## src/rtl/rxq_pkg.sv

```systemverilog
package rxq_pkg;
  typedef struct packed {
    logic noise;
    logic parity;
  } rxq_flags_t;

  localparam int FLAG_W = $bits(rxq_flags_t);
endpackage

```

## src/rtl/rxq_storage.sv

```systemverilog
module rxq_storage #(
  parameter int WIDTH = 10,
  parameter int DEPTH = 8,
  localparam int AW = (DEPTH > 1) ? $clog2(DEPTH) : 1
) (
  input  logic             clk,
  input  logic             we,
  input  logic [AW-1:0]    waddr,
  input  logic [WIDTH-1:0] wdata,
  input  logic [AW-1:0]    raddr,
  output logic [WIDTH-1:0] rdata
);
  logic [WIDTH-1:0] mem [DEPTH];

  always_ff @(posedge clk) begin
    if (we) mem[waddr] <= wdata;
  end

  assign rdata = mem[raddr];
endmodule

```

## src/rtl/rxq_ptr_ctrl.sv

```systemverilog
module rxq_ptr_ctrl #(
  parameter int DEPTH = 8,
  localparam int AW = (DEPTH > 1) ? $clog2(DEPTH) : 1,
  localparam int CW = $clog2(DEPTH + 1)
) (
  input  logic          clk,
  input  logic          rst,
  input  logic          wr_req,
  input  logic          pop_req,
  input  logic          ovr_clr,
  output logic          we,
  output logic [AW-1:0] waddr,
  output logic [AW-1:0] raddr,
  output logic [CW-1:0] level,
  output logic [CW-1:0] level_next,
  output logic          overrun
);
  logic [AW-1:0] wptr, rptr;
  logic          pop_ok, wr_ok, drop;
  logic          full, empty;

  assign full   = (level == CW'(DEPTH));
  assign empty  = (level == '0);
  assign pop_ok = pop_req && !empty;
  assign wr_ok  = wr_req && (!full || pop_ok);
  assign drop   = wr_req && !wr_ok;

  assign we    = wr_ok;
  assign waddr = wptr;
  assign raddr = rptr;

  function automatic logic [AW-1:0] bump(input logic [AW-1:0] p);
    return (p == AW'(DEPTH - 1)) ? '0 : p + AW'(1);
  endfunction

  always_comb begin
    level_next = level;
    case ({wr_ok, pop_ok})
      2'b10:   level_next = level + CW'(1);
      2'b01:   level_next = level - CW'(1);
      default: level_next = level;
    endcase
  end

  always_ff @(posedge clk) begin
    if (rst) begin
      wptr    <= '0;
      rptr    <= '0;
      level   <= '0;
      overrun <= 1'b0;
    end else begin
      if (wr_ok)  wptr <= bump(wptr);
      if (pop_ok) rptr <= bump(rptr);
      level <= level_next;
      if (drop)         overrun <= 1'b1;
      else if (ovr_clr) overrun <= 1'b0;
    end
  end

  AST_LEVEL_RANGE: assert property (@(posedge clk) disable iff (rst)
    level <= CW'(DEPTH));
  AST_FULL_DROP: assert property (@(posedge clk) disable iff (rst)
    (full && wr_req && !pop_req) |=> (level == $past(level)) && overrun);
  AST_OVR_STICKY: assert property (@(posedge clk) disable iff (rst)
    (overrun && !ovr_clr) |=> overrun);
  AST_EMPTY_POP: assert property (@(posedge clk) disable iff (rst)
    (empty && pop_req && !wr_req) |=> (level == '0));
  AST_BOTH_FULL: assert property (@(posedge clk) disable iff (rst)
    (full && wr_req && pop_req) |=> (level == CW'(DEPTH)));
endmodule

```

## src/rtl/rxq_req_steer.sv

```systemverilog
module rxq_req_steer #(
  parameter int DEPTH = 8,
  localparam int CW = $clog2(DEPTH + 1)
) (
  input  logic          clk,
  input  logic          rst,
  input  logic [CW-1:0] level_next,
  input  logic [CW-1:0] watermark,
  input  logic          irq_en,
  input  logic          dma_mode,
  output logic          data_ready,
  output logic          irq_req,
  output logic          dma_req
);
  logic [CW-1:0] thresh;
  logic          rdy_next;

  assign thresh   = (watermark == '0) ? CW'(1) : watermark;
  assign rdy_next = (level_next >= thresh);

  always_ff @(posedge clk) begin
    if (rst) begin
      data_ready <= 1'b0;
      irq_req    <= 1'b0;
      dma_req    <= 1'b0;
    end else begin
      data_ready <= rdy_next;
      irq_req    <= rdy_next && irq_en && !dma_mode;
      dma_req    <= rdy_next && dma_mode;
    end
  end

  AST_REQ_EXCL: assert property (@(posedge clk) disable iff (rst)
    !(irq_req && dma_req));
  AST_REQ_NEEDS_READY: assert property (@(posedge clk) disable iff (rst)
    (irq_req || dma_req) |-> data_ready);
endmodule

```

## src/rtl/rxq_watermark_fifo.sv

```systemverilog
module rxq_watermark_fifo
  import rxq_pkg::*;
#(
  parameter int DATA_W = 8,
  parameter int DEPTH  = 8,
  localparam int CNT_W = $clog2(DEPTH + 1),
  localparam int AW    = (DEPTH > 1) ? $clog2(DEPTH) : 1,
  localparam int ENT_W = DATA_W + FLAG_W
) (
  input  logic              clk,
  input  logic              rst,
  input  logic              wr_valid,
  input  logic [DATA_W-1:0] wr_data,
  input  logic              wr_noise,
  input  logic              wr_parity,
  input  logic              rd_pop,
  output logic [DATA_W-1:0] rd_data,
  output logic              rd_noise,
  output logic              rd_parity,
  input  logic [CNT_W-1:0]  watermark,
  input  logic              irq_en,
  input  logic              dma_mode,
  input  logic              overrun_clr,
  output logic [CNT_W-1:0]  level,
  output logic              data_ready,
  output logic              irq_req,
  output logic              dma_req,
  output logic              overrun
);
  rxq_flags_t        wflags, rflags;
  logic [ENT_W-1:0]  wentry, rentry;
  logic              we;
  logic [AW-1:0]     waddr, raddr;
  logic [CNT_W-1:0]  level_next;

  assign wflags.noise  = wr_noise;
  assign wflags.parity = wr_parity;
  assign wentry        = {wflags, wr_data};
  assign rflags        = rxq_flags_t'(rentry[ENT_W-1 -: FLAG_W]);
  assign rd_data       = rentry[DATA_W-1:0];
  assign rd_noise      = rflags.noise;
  assign rd_parity     = rflags.parity;

  rxq_ptr_ctrl #(.DEPTH(DEPTH)) u_ctrl (
    .clk        (clk),
    .rst        (rst),
    .wr_req     (wr_valid),
    .pop_req    (rd_pop),
    .ovr_clr    (overrun_clr),
    .we         (we),
    .waddr      (waddr),
    .raddr      (raddr),
    .level      (level),
    .level_next (level_next),
    .overrun    (overrun)
  );

  rxq_storage #(.WIDTH(ENT_W), .DEPTH(DEPTH)) u_mem (
    .clk   (clk),
    .we    (we),
    .waddr (waddr),
    .wdata (wentry),
    .raddr (raddr),
    .rdata (rentry)
  );

  rxq_req_steer #(.DEPTH(DEPTH)) u_steer (
    .clk        (clk),
    .rst        (rst),
    .level_next (level_next),
    .watermark  (watermark),
    .irq_en     (irq_en),
    .dma_mode   (dma_mode),
    .data_ready (data_ready),
    .irq_req    (irq_req),
    .dma_req    (dma_req)
  );

  AST_EMPTY_NOT_READY: assert property (@(posedge clk) disable iff (rst)
    (level == '0) |-> !data_ready);
endmodule

```

## config.mk

```make
export PLATFORM = sky130hd
export DESIGN_NAME = rxq_watermark_fifo
export DESIGN_NICKNAME = d
export VERILOG_FILES = /design/src/rtl/rxq_pkg.sv /design/src/rtl/rxq_storage.sv /design/src/rtl/rxq_ptr_ctrl.sv /design/src/rtl/rxq_req_steer.sv /design/src/rtl/rxq_watermark_fifo.sv
export SDC_FILE = /design/constraint.sdc
export NUM_CORES = 1
export LEC_CHECK = 0
export BUFFER_PORTS_ARGS = -buffer_cell sky130_fd_sc_hd__buf_2
export CAP_MARGIN = 5
export CELL_PAD_IN_SITES_DETAIL_PLACEMENT = 1
export CELL_PAD_IN_SITES_GLOBAL_PLACEMENT = 1
export CORE_UTILIZATION = 27
export CTS_CLUSTER_SIZE = 10
export DETAILED_ROUTE_END_ITERATION = 8
export GPL_ROUTABILITY_DRIVEN = 0
export PLACE_DENSITY_LB_ADDON = 0.1
export SLEW_MARGIN = 0
export SYNTH_ARGS = -nofsm -noshare
export SYNTH_HDL_FRONTEND = slang
export SYNTH_SLANG_ARGS = --single-unit
```

## constraint.sdc

```tcl
create_clock -name clk -period 6.75 [get_ports clk]
set_input_delay 0.675 -clock clk [delete_from_list [all_inputs] [get_ports clk]]
set_output_delay 0.675 -clock clk [all_outputs]
set_load 0.02 [all_outputs]
```

; After elaboration in Yosys (flattened, before gate mapping)
; Memories as Yosys holds them, arrays and structs flattened. A register that Yosys moved wholly into a read port is not among the register bits.
; Index checks and enable logic that the tools add are counted.
[totals]
ff_bits = 14
memories = 1
output_inout_bits = 18
mem_bits_rw = 80
elab_cells = 42
[op_classes]
muxes = 10
reduce_logical = 14
n_lt_le_gt_ge = 1
eq_ne = 5
addsub = 4
[memory_table]
columns = name, words, word_bits, rd, rd_ports_with_merged_regs, write_ports, line_no
row1 = u_mem.mem, 8, 10, 1, 1, 1, rxq_storage.sv:13  ; logic [WIDTH-1:0] mem [DEPTH];
[op_table]
columns = cell, count
row1 = two-way mux 3 bit, 4
row2 = logical NOT 4 bit, 2
row3 = one-hot mux 4 bit (2 select lines), 1
row4 = "adder 3 x 1 -> 3 bit, second input constant", 2
row5 = "== test 3 bit, second input constant", 2
row6 = logical AND 1 bit, 6
row7 = "adder 4 x 1 -> 4 bit, second input constant", 1
row8 = "== test 4 bit, second input constant", 1
row9 = greater-or-equal comparator 4 bit, 1
row10 = logical NOT 1 bit, 4
row11 = two-way mux 1 bit, 4
row12 = two-way mux 4 bit, 1
row13 = "subtractor 4 x 1 -> 4 bit, second input constant", 1
row14 = "== test 2 x 1 -> 1 bit, second input constant", 1
row15 = "== test 2 bit, second input constant", 1
row16 = nonzero test 2 bit, 1
row17 = logical OR 1 bit, 1

; Depth between registers and ports, before layout
; Gate-level depths: netlist (run 1).
[depth]
word_depth = 10
ltp_mapped = 13
depth_no_buf = 13

; By module
; Synthesis (run 1) repeated with hierarchy kept, for this count alone.
[unflattened]
cells_unflattened = 215
hier_area_um2 = 3977.6
[modules_own_cells]
columns = module, area_each_um2, cells_each, seq_area_each_um2, n_inst
row1 = rxq_storage, 3133.0, 128, 2402.3, 1
row2 = rxq_ptr_ctrl, 648.1, 67, 220.2, 1
row3 = rxq_req_steer, 196.4, 20, 60.1, 1

; Worst setup path after synthesis (run 1)
; Ideal clock, no wire load.
[synth_path]
path_type = register to register
start = register u_ctrl.level[1]
end = register u_steer.irq_req
stages_incl_launch_ff = 12
path_buffers = 0
required_ns = 6.616
path_slack_ns = 3.704
t_arrival_ns = 2.913
setup_ns = 0.134
path_cell_list = dfxtp_1 -> or3_4 -> o21ai_2 -> inv_1 -> ha_1 -> xor2_1 -> ha_1 -> mux2_2 -> ha_1 -> a21o_1 -> a211oi_1 -> nor4b_1
[synth_via]
elab_chain_cells = 10
word_cells_on_any_way = 15
classes_between = 2 x add/sub / 1 x order compare / 3 x eq/ne / 1 x mux / 8 x reduce/logical
[synth_rtl]
columns = item, line_no
row1 = start: declaration, rxq_ptr_ctrl.sv:14  ; output logic [CW-1:0] level,
row2 = start signal: assignment, rxq_ptr_ctrl.sv:54  ; level <= level_next;
row3 = logical NOT 4 bit, rxq_ptr_ctrl.sv:23  ; assign empty = (level == '0);
row4 = logical NOT 1 bit, rxq_ptr_ctrl.sv:24  ; assign pop_ok = pop_req && !empty;
row5 = logical AND 1 bit, rxq_ptr_ctrl.sv:24
row6 = logical OR 1 bit, rxq_ptr_ctrl.sv:25  ; assign wr_ok = wr_req && (!full || pop_ok);
row7 = logical AND 1 bit, rxq_ptr_ctrl.sv:25
row8 = == test 2 x 1 -> 1 bit or == test 2 bit (tied branches), rxq_ptr_ctrl.sv:38  ; case ({wr_ok, pop_ok})
row9 = one-hot mux 4 bit (2 select lines) *, rxq_ptr_ctrl.sv:38
row10 = via level_next[1], rxq_watermark_fifo.sv:34  ; logic [CNT_W-1:0] level_next;
row11 = greater-or-equal comparator 4 bit *, rxq_req_steer.sv:19  ; assign rdy_next = (level_next >= thresh);
row12 = logical AND 1 bit * (2 in series), rxq_req_steer.sv:28  ; irq_req <= rdy_next && irq_en && !dma_mode;
row13 = end signal: assignment, rxq_req_steer.sv:28
row14 = end: declaration, rxq_req_steer.sv:12  ; output logic irq_req,
; Mark *: on every way through the listed nets, which the timed path passes. The rest lies on a longest branch.
; A chain may end at the register's enable or synchronous reset.

; Worst setup path in the final report (run 1)
; Same ends and word-level chain as after synthesis.

==> results_dict.tcl, run 1 <==
set metrics [dict create \
    status "complete, no violations" \
    cts_setup_buffers 0 \
    hold_start "u_ctrl.raddr[0]" \
    maxSlewViolCount 0 \
    antennaDiodeCount 0 \
    end_kind "flip-flop" \
    die_w_um 122 \
    clkTransAtPathRegs_ns 0.07 \
    vdd_drop_max_v 0.000124 \
    die_area_mm2 0.0150 \
    ff2ff_path_depth 13 \
    dr.pass1.iters 4 \
    routed-via-count 2030 \
    grt_use_total_pct 12.5 \
    avgRoutedWirePerCell_um 18.6 \
    nFillCells 1438 \
    cts_tree "built" \
    cts_resized 0 \
    worstPathArrival_ns 3.61 \
    ant_nets 0 \
    cpPeakStageDelay_ns 0.46 \
    max_freq_mhz 295 \
    syn_area_per_cell_um2 18.3 \
    postLayoutCoreUtil_pct 33.5 \
    grt_pass1_vias 2279 \
    nets 298 \
    netlist.area_leader.share_pct 61.3 \
    grt_overflow 0 \
    start_util_pct 27.9 \
    critPathKind "flip-flop to flip-flop" \
    cts_max_path_buffers 2 \
    drv_cap 0 \
    rsz0062_at_grt "false" \
    total_power_uw 1690 \
    rrSetupSlack_ns 3.36 \
    cpLargestDelayFamily "compound AO/OA/AOI/OAI gates" \
    clk_latency_ns 0.34 \
    yosysSeqAreaShare_pct 70.0 \
    r2r-start "u_ctrl.level[1]" \
    hold_buffers 0 \
    ys_ff_latch 97 \
    core.rowCount 43 \
    dp_hpwl_um 5290 \
    worst_pin_slew_ns 1.11 \
    dieHeight_um 122 \
    netlist_area_mm2 0.00392 \
    drc 0 \
    syn2layout_area_growth_pct 19.9 \
    worstPathRequired_ns 6.96 \
    grt_pass1_wl_um 13000 \
    yosysWarningCount 0 \
    finalSetupViolCount 0 \
    boundaryPins 39 \
    start_kind "flip-flop" \
    synth_area_leaders "edfxtp_1 61%, mux4_2 11%, dfxtp_1 8.7%, mux2_2 3.7%, ha_1 3.5%" \
    final-hold-violation-count 0 \
    cp_slowest_cell "or3_4" \
    cp.buffers_inverters 1 \
    period_share_pct 50.3 \
    relSlewSlack_pct 25.7 \
    min_path_type "flip-flop to flip-flop" \
    fin_skew_ns 0.00576 \
    drtIter0Drc 145 \
    io_buffers 38 \
    cts_num_sinks 97 \
    ctsHtreeMaxLevel 3 \
    power.leakage_uw 0.00166 \
    holdWs_ns 0.500 \
    layout_common_cells "80 x edfxtp_1, 38 x buf_2, 20 x mux4_2" \
    layout_commonest_cell "edfxtp_1" \
    cts-root-buf "clkbuf_16" \
    syn-num-nets 246 \
    antenna_found_initial 0 \
    drive_gt1_share_pct 38.7 \
    synth_area_leader_cell "edfxtp_1" \
    numCtsBuffers 9 \
    reg2reg_to "u_steer.irq_req" \
    final_area_mm2 0.00470 \
    layout_min_cycle_time_ns 3.39 \
    grt_max_degree 21 \
    routed_wl_um 8410 \
    core_area_mm2 0.0140 \
    via_per_inst 4.50 \
    syn_inst 214 \
    cp_common_cell "ha_1" \
    placed_area_mm2 0.00440 \
    crit_chain "or3_4, o21ai_2, inv_1, ha_1, xor2_1, ha_1, a21oi_1, xnor2_1, nand2b_1, xnor2_1, ha_1, a211oi_1, nor4b_1" \
    hold_depth 2 \
    powerDensity_mw_per_mm2 359 \
    yosysUniqueCellTypes 34 \
    setup-tns-final_ns 0 \
    path_max_fanout 7 \
]
==> worst register-to-register path: cells and delay by family (launching register included) <==
kind	cells	cell delay [ns]
AO/OA/AOI/OAI	3	0.87
adder cells (fa/ha/maj)	3	0.76
AND/OR/NAND/NOR	3	0.69
XOR/XNOR	3	0.46
flip-flops	1	0.39
buffers and inverters	1	0.11
==> stage by stage <==
stage,setup WS (ns),std cells
5_1_grt,3.10,451
3_5_place_dp,3.18,435
2_1_floorplan,3.70,214
4_1_cts,3.30,451
6_report,3.36,451
3_3_place_gp,3.29,435
==> sequential cells by signal, summed over array words and instances, names as in the netlist, named ones only <==
signal,flops
u_steer.irq_req,1
u_mem.mem,80
u_steer.dma_req,1
u_ctrl.raddr,3
u_ctrl.level,4
u_ctrl.waddr,3
u_steer.data_ready,1
u_ctrl.overrun,1
==> logic make-up (layout without fill, tap and decap cells) <==
family / Yosys count / after routing / share of synthesized area (%)
buffers and inverters: 10 / 67 / 1.02
multiplexers: 36 / 36 / 16.0
flip-flops: 97 / 97 / 70.0
adder cells (fa/ha/maj): 11 / 11 / 3.51
AND/OR/NAND/NOR: 40 / 40 / 5.52
AO/OA/AOI/OAI: 15 / 15 / 2.84
XOR/XNOR: 5 / 5 / 1.12
==> final cells by class <==
cell class | count | area, um2 | share of cell area, %
multi-input cells | 107 | 1160 | 24.7
inverters | 4 | 15.0 | 0.320
repair buffers | 47 | 258 | 5.49
clock inverters | 7 | 70.1 | 1.49
flip-flops and latches | 97 | 2740 | 58.4
clock buffers | 9 | 225 | 4.79
well taps | 180 | 225 | 4.79
==> where the power goes <==
group | internal (uW) | switching (uW)
sequential | 689 | 43.3
combinational | 214 | 228
clock | 287 | 224
total | 1190 | 495
==> routing by layer <==
metal,track usage (%),part of all wire (%),wire length [um]
met4,5.03,1.4,119
met2,19.9,47,3990
met1,15.9,48,4000
met5,0,0,0
met3,3.67,3.5,298
==> how the worst max path moves through the flow <==
stage	from	slack, ns	to	cells past startpoint
3_3_place_gp	rd_pop	3.29	u_steer.irq_req	11
6_report	u_ctrl.level[1]	3.36	u_steer.irq_req	13
2_1_floorplan	u_ctrl.level[1]	3.70	u_steer.irq_req	11
3_5_place_dp	rd_pop	3.18	u_steer.irq_req	11
4_1_cts	u_ctrl.level[1]	3.30	u_steer.irq_req	13
5_1_grt	u_ctrl.level[1]	3.10	u_steer.irq_req	13
==> Yosys cell counts <==
cell type	n
a211o_1	1
a211oi_1	1
a21o_1	1
a21oi_1	6
a31o_2	1
a41oi_1	1
buf_1	1
buf_2	2
clkbuf_1	3
dfxtp_1	17
edfxtp_1	80
ha_1	11
inv_1	4
mux2_2	13
mux2i_1	3
mux4_2	20
nand2_1	4
nand2b_1	6
nand3b_1	1
nor2_1	13
nor2b_1	4
nor3_1	4
nor3b_1	2
nor4_1	1
nor4b_1	1
o211ai_1	1
o21ai_2	1
o21ai_4	1
o21bai_1	1
or3_1	2
or3_4	1
or3b_2	1
xnor2_1	2
xor2_1	3
(Power assumes the default switching activity.)
==> inputs of run 2 (changes only) <==
==> constraint.sdc (replaced) <==
create_clock -name clk -period 3.2 [get_ports clk]
set_input_delay 0.32 -clock clk [delete_from_list [all_inputs] [get_ports clk]]
set_output_delay 0.32 -clock clk [all_outputs]
set_load 0.02 [all_outputs]
==> run 2 against run 1 <==
Compared with the run above: clock power increased by 110%; register-to-register slack lost 3.0 ns; sequential share of layout area fell by 0.52 points; final area up 0.91%; wire length shrank 3.7%; first-iteration DRC count is 17% lower.
==> results_dict.tcl, run 2 (synthesis results as in run 1) <==
set metrics [dict create \
    status "complete, no violations" \
    setup-tns-final_ns 0 \
    final_area_mm2 0.00474 \
    nets 304 \
    cts_max_path_buffers 2 \
    total_power_uw 3580 \
    rrSetupSlack_ns 0.32 \
    drive_gt1_share_pct 39.7 \
    via_per_inst 4.51 \
    cts_num_sinks 97 \
    cts_tree "built" \
    antenna_found_initial 0 \
    relSlewSlack_pct 54.6 \
    power.leakage_uw 0.00168 \
    boundaryPins 39 \
    dieHeight_um 122 \
    path_max_fanout 8 \
    period_share_pct 90.0 \
    min_path_type "input pin to flip-flop" \
    powerDensity_mw_per_mm2 756 \
    cts_resized 0 \
    largest_reg_flops 80 \
    core.rowCount 43 \
    grt_max_degree 21 \
    clkTransAtPathRegs_ns 0.06 \
    cp_slowest_cell "or3_4" \
    die_w_um 122 \
    ant_nets 0 \
    reg2reg_to "u_steer.irq_req" \
    layout_commonest_cell "edfxtp_1" \
    cp.buffers_inverters 1 \
    layout_min_cycle_time_ns 2.88 \
    crit_end "u_steer.irq_req" \
    avgRoutedWirePerCell_um 17.7 \
    die_area_mm2 0.0150 \
    worstPathRequired_ns 3.44 \
    end_kind "flip-flop" \
    max_freq_mhz 347 \
    hold_buffers 0 \
    fin_skew_ns 0.00907 \
    grt_pass1_vias 2193 \
    grt_overflow 0 \
    grt_use_total_pct 12.0 \
    cpLargestDelayFamily "simple AND/OR/NAND/NOR gates" \
    dr.pass1.iters 4 \
    dp_hpwl_um 5340 \
    grt_pass1_wl_um 12600 \
    syn2layout_area_growth_pct 21.0 \
    r2r-start "u_ctrl.level[2]" \
    numCtsBuffers 9 \
    top_register "u_mem.mem" \
    routed_wl_um 8090 \
    rsz0062_at_grt "false" \
    clk_latency_ns 0.35 \
    vdd_drop_max_v 0.000242 \
    start_kind "flip-flop" \
    cp.depth 13 \
    cp_common_cell "ha_1" \
    io_buffers 38 \
    worst_pin_slew_ns 0.680 \
    critPathKind "flip-flop to flip-flop" \
    finalSetupViolCount 0 \
    ff2ff_path_depth 13 \
    crit_chain "or3_4, o21ai_2, inv_1, ha_1, xor2_1, ha_1, a21oi_1, xnor2_1, nand2b_1, xnor2_1, ha_1, a211oi_2, nor4b_1" \
    placed_area_mm2 0.00445 \
    antennaDiodeCount 0 \
    drc 0 \
    cp-startpoint "u_ctrl.level[2]" \
    cpPeakStageDelay_ns 0.40 \
    final-hold-violation-count 0 \
    worstPathArrival_ns 3.12 \
    layout_common_cells "80 x edfxtp_1, 38 x buf_2, 20 x mux4_2" \
    maxSlewViolCount 0 \
    core_area_mm2 0.0140 \
    biggestRegsByFlops "u_mem.mem (80), u_ctrl.level (4)" \
    routed-via-count 2059 \
    drtIter0Drc 120 \
    start_util_pct 27.9 \
    drv_cap 0 \
    ctsHtreeMaxLevel 3 \
    cts-root-buf "clkbuf_16" \
    cts_setup_buffers 0 \
]
==> run 2: changes by cell type in the layout (fill, tap and decap cells not counted) <==
cell,change
clkinv_2,-1
clkinv_4,-2
a211oi_2,+1
buf_4,+6
clkbuf_1,+3
clkinvlp_4,+1
clkinv_1,-1
a211oi_1,-1
==> run 2: area by class of cell <==
type	instances	area, um2
timing repair buffer	53	303
clock buffer	12	236
tap	180	225
fill	1431	9300
multi-input combinational	107	1170
inverter	4	15.0
clock inverter	4	51.3
sequential	97	2740
==> run 2: stage by stage <==
step | std cells | setup WS, ns | utilization, % | hold slack (ns)
global route | 457 | 0.0829 | 33.8 | 0.141
detailed placement | 441 | 0.197 | 31.7 | 0.488
global placement | 441 | 0.231 | 31.7 | 0.481
floorplan | 214 | 0.154 | - | 0.397
CTS | 457 | 0.172 | 33.7 | 0.133
finish | 457 | 0.320 | 33.8 | 0.153
==> run 2: routing by layer <==
| metal | routed length [um] | share of wire (%) | track usage, % | vias to the layer above |
|---|---|---|---|---|
| li1 | - | - | - | 959 |
| met1 | 3670 | 45 | 14.5 | 1049 |
| met2 | 3940 | 49 | 19.5 | 41 |
| met3 | 359 | 4.4 | 4.46 | 10 |
| met4 | 113 | 1.4 | 4.34 | 0 |
| met5 | 0 | 0 | 0 | - |
==> run 2: power breakdown <==
| group | switching (uW) | internal, uW |
|---|---|---|
| logic | 526 | 492 |
| registers | 52.2 | 1450 |
| clock network | 449 | 608 |
==> run 2: worst min-delay path by stage <==
| stage | from | to | slack [ns] | cells past startpoint |
|---|---|---|---|---|
| 5_1_grt | dma_mode | u_steer.irq_req | 0.14 | 2 |
| 3_5_place_dp | u_ctrl.raddr[1] | u_ctrl.raddr[1] | 0.49 | 2 |
| 3_3_place_gp | u_ctrl.raddr[1] | u_ctrl.raddr[1] | 0.48 | 2 |
| 6_report | dma_mode | u_steer.irq_req | 0.15 | 2 |
| 2_1_floorplan | dma_mode | u_steer.irq_req | 0.40 | 1 |
| 4_1_cts | dma_mode | u_steer.irq_req | 0.13 | 2 |
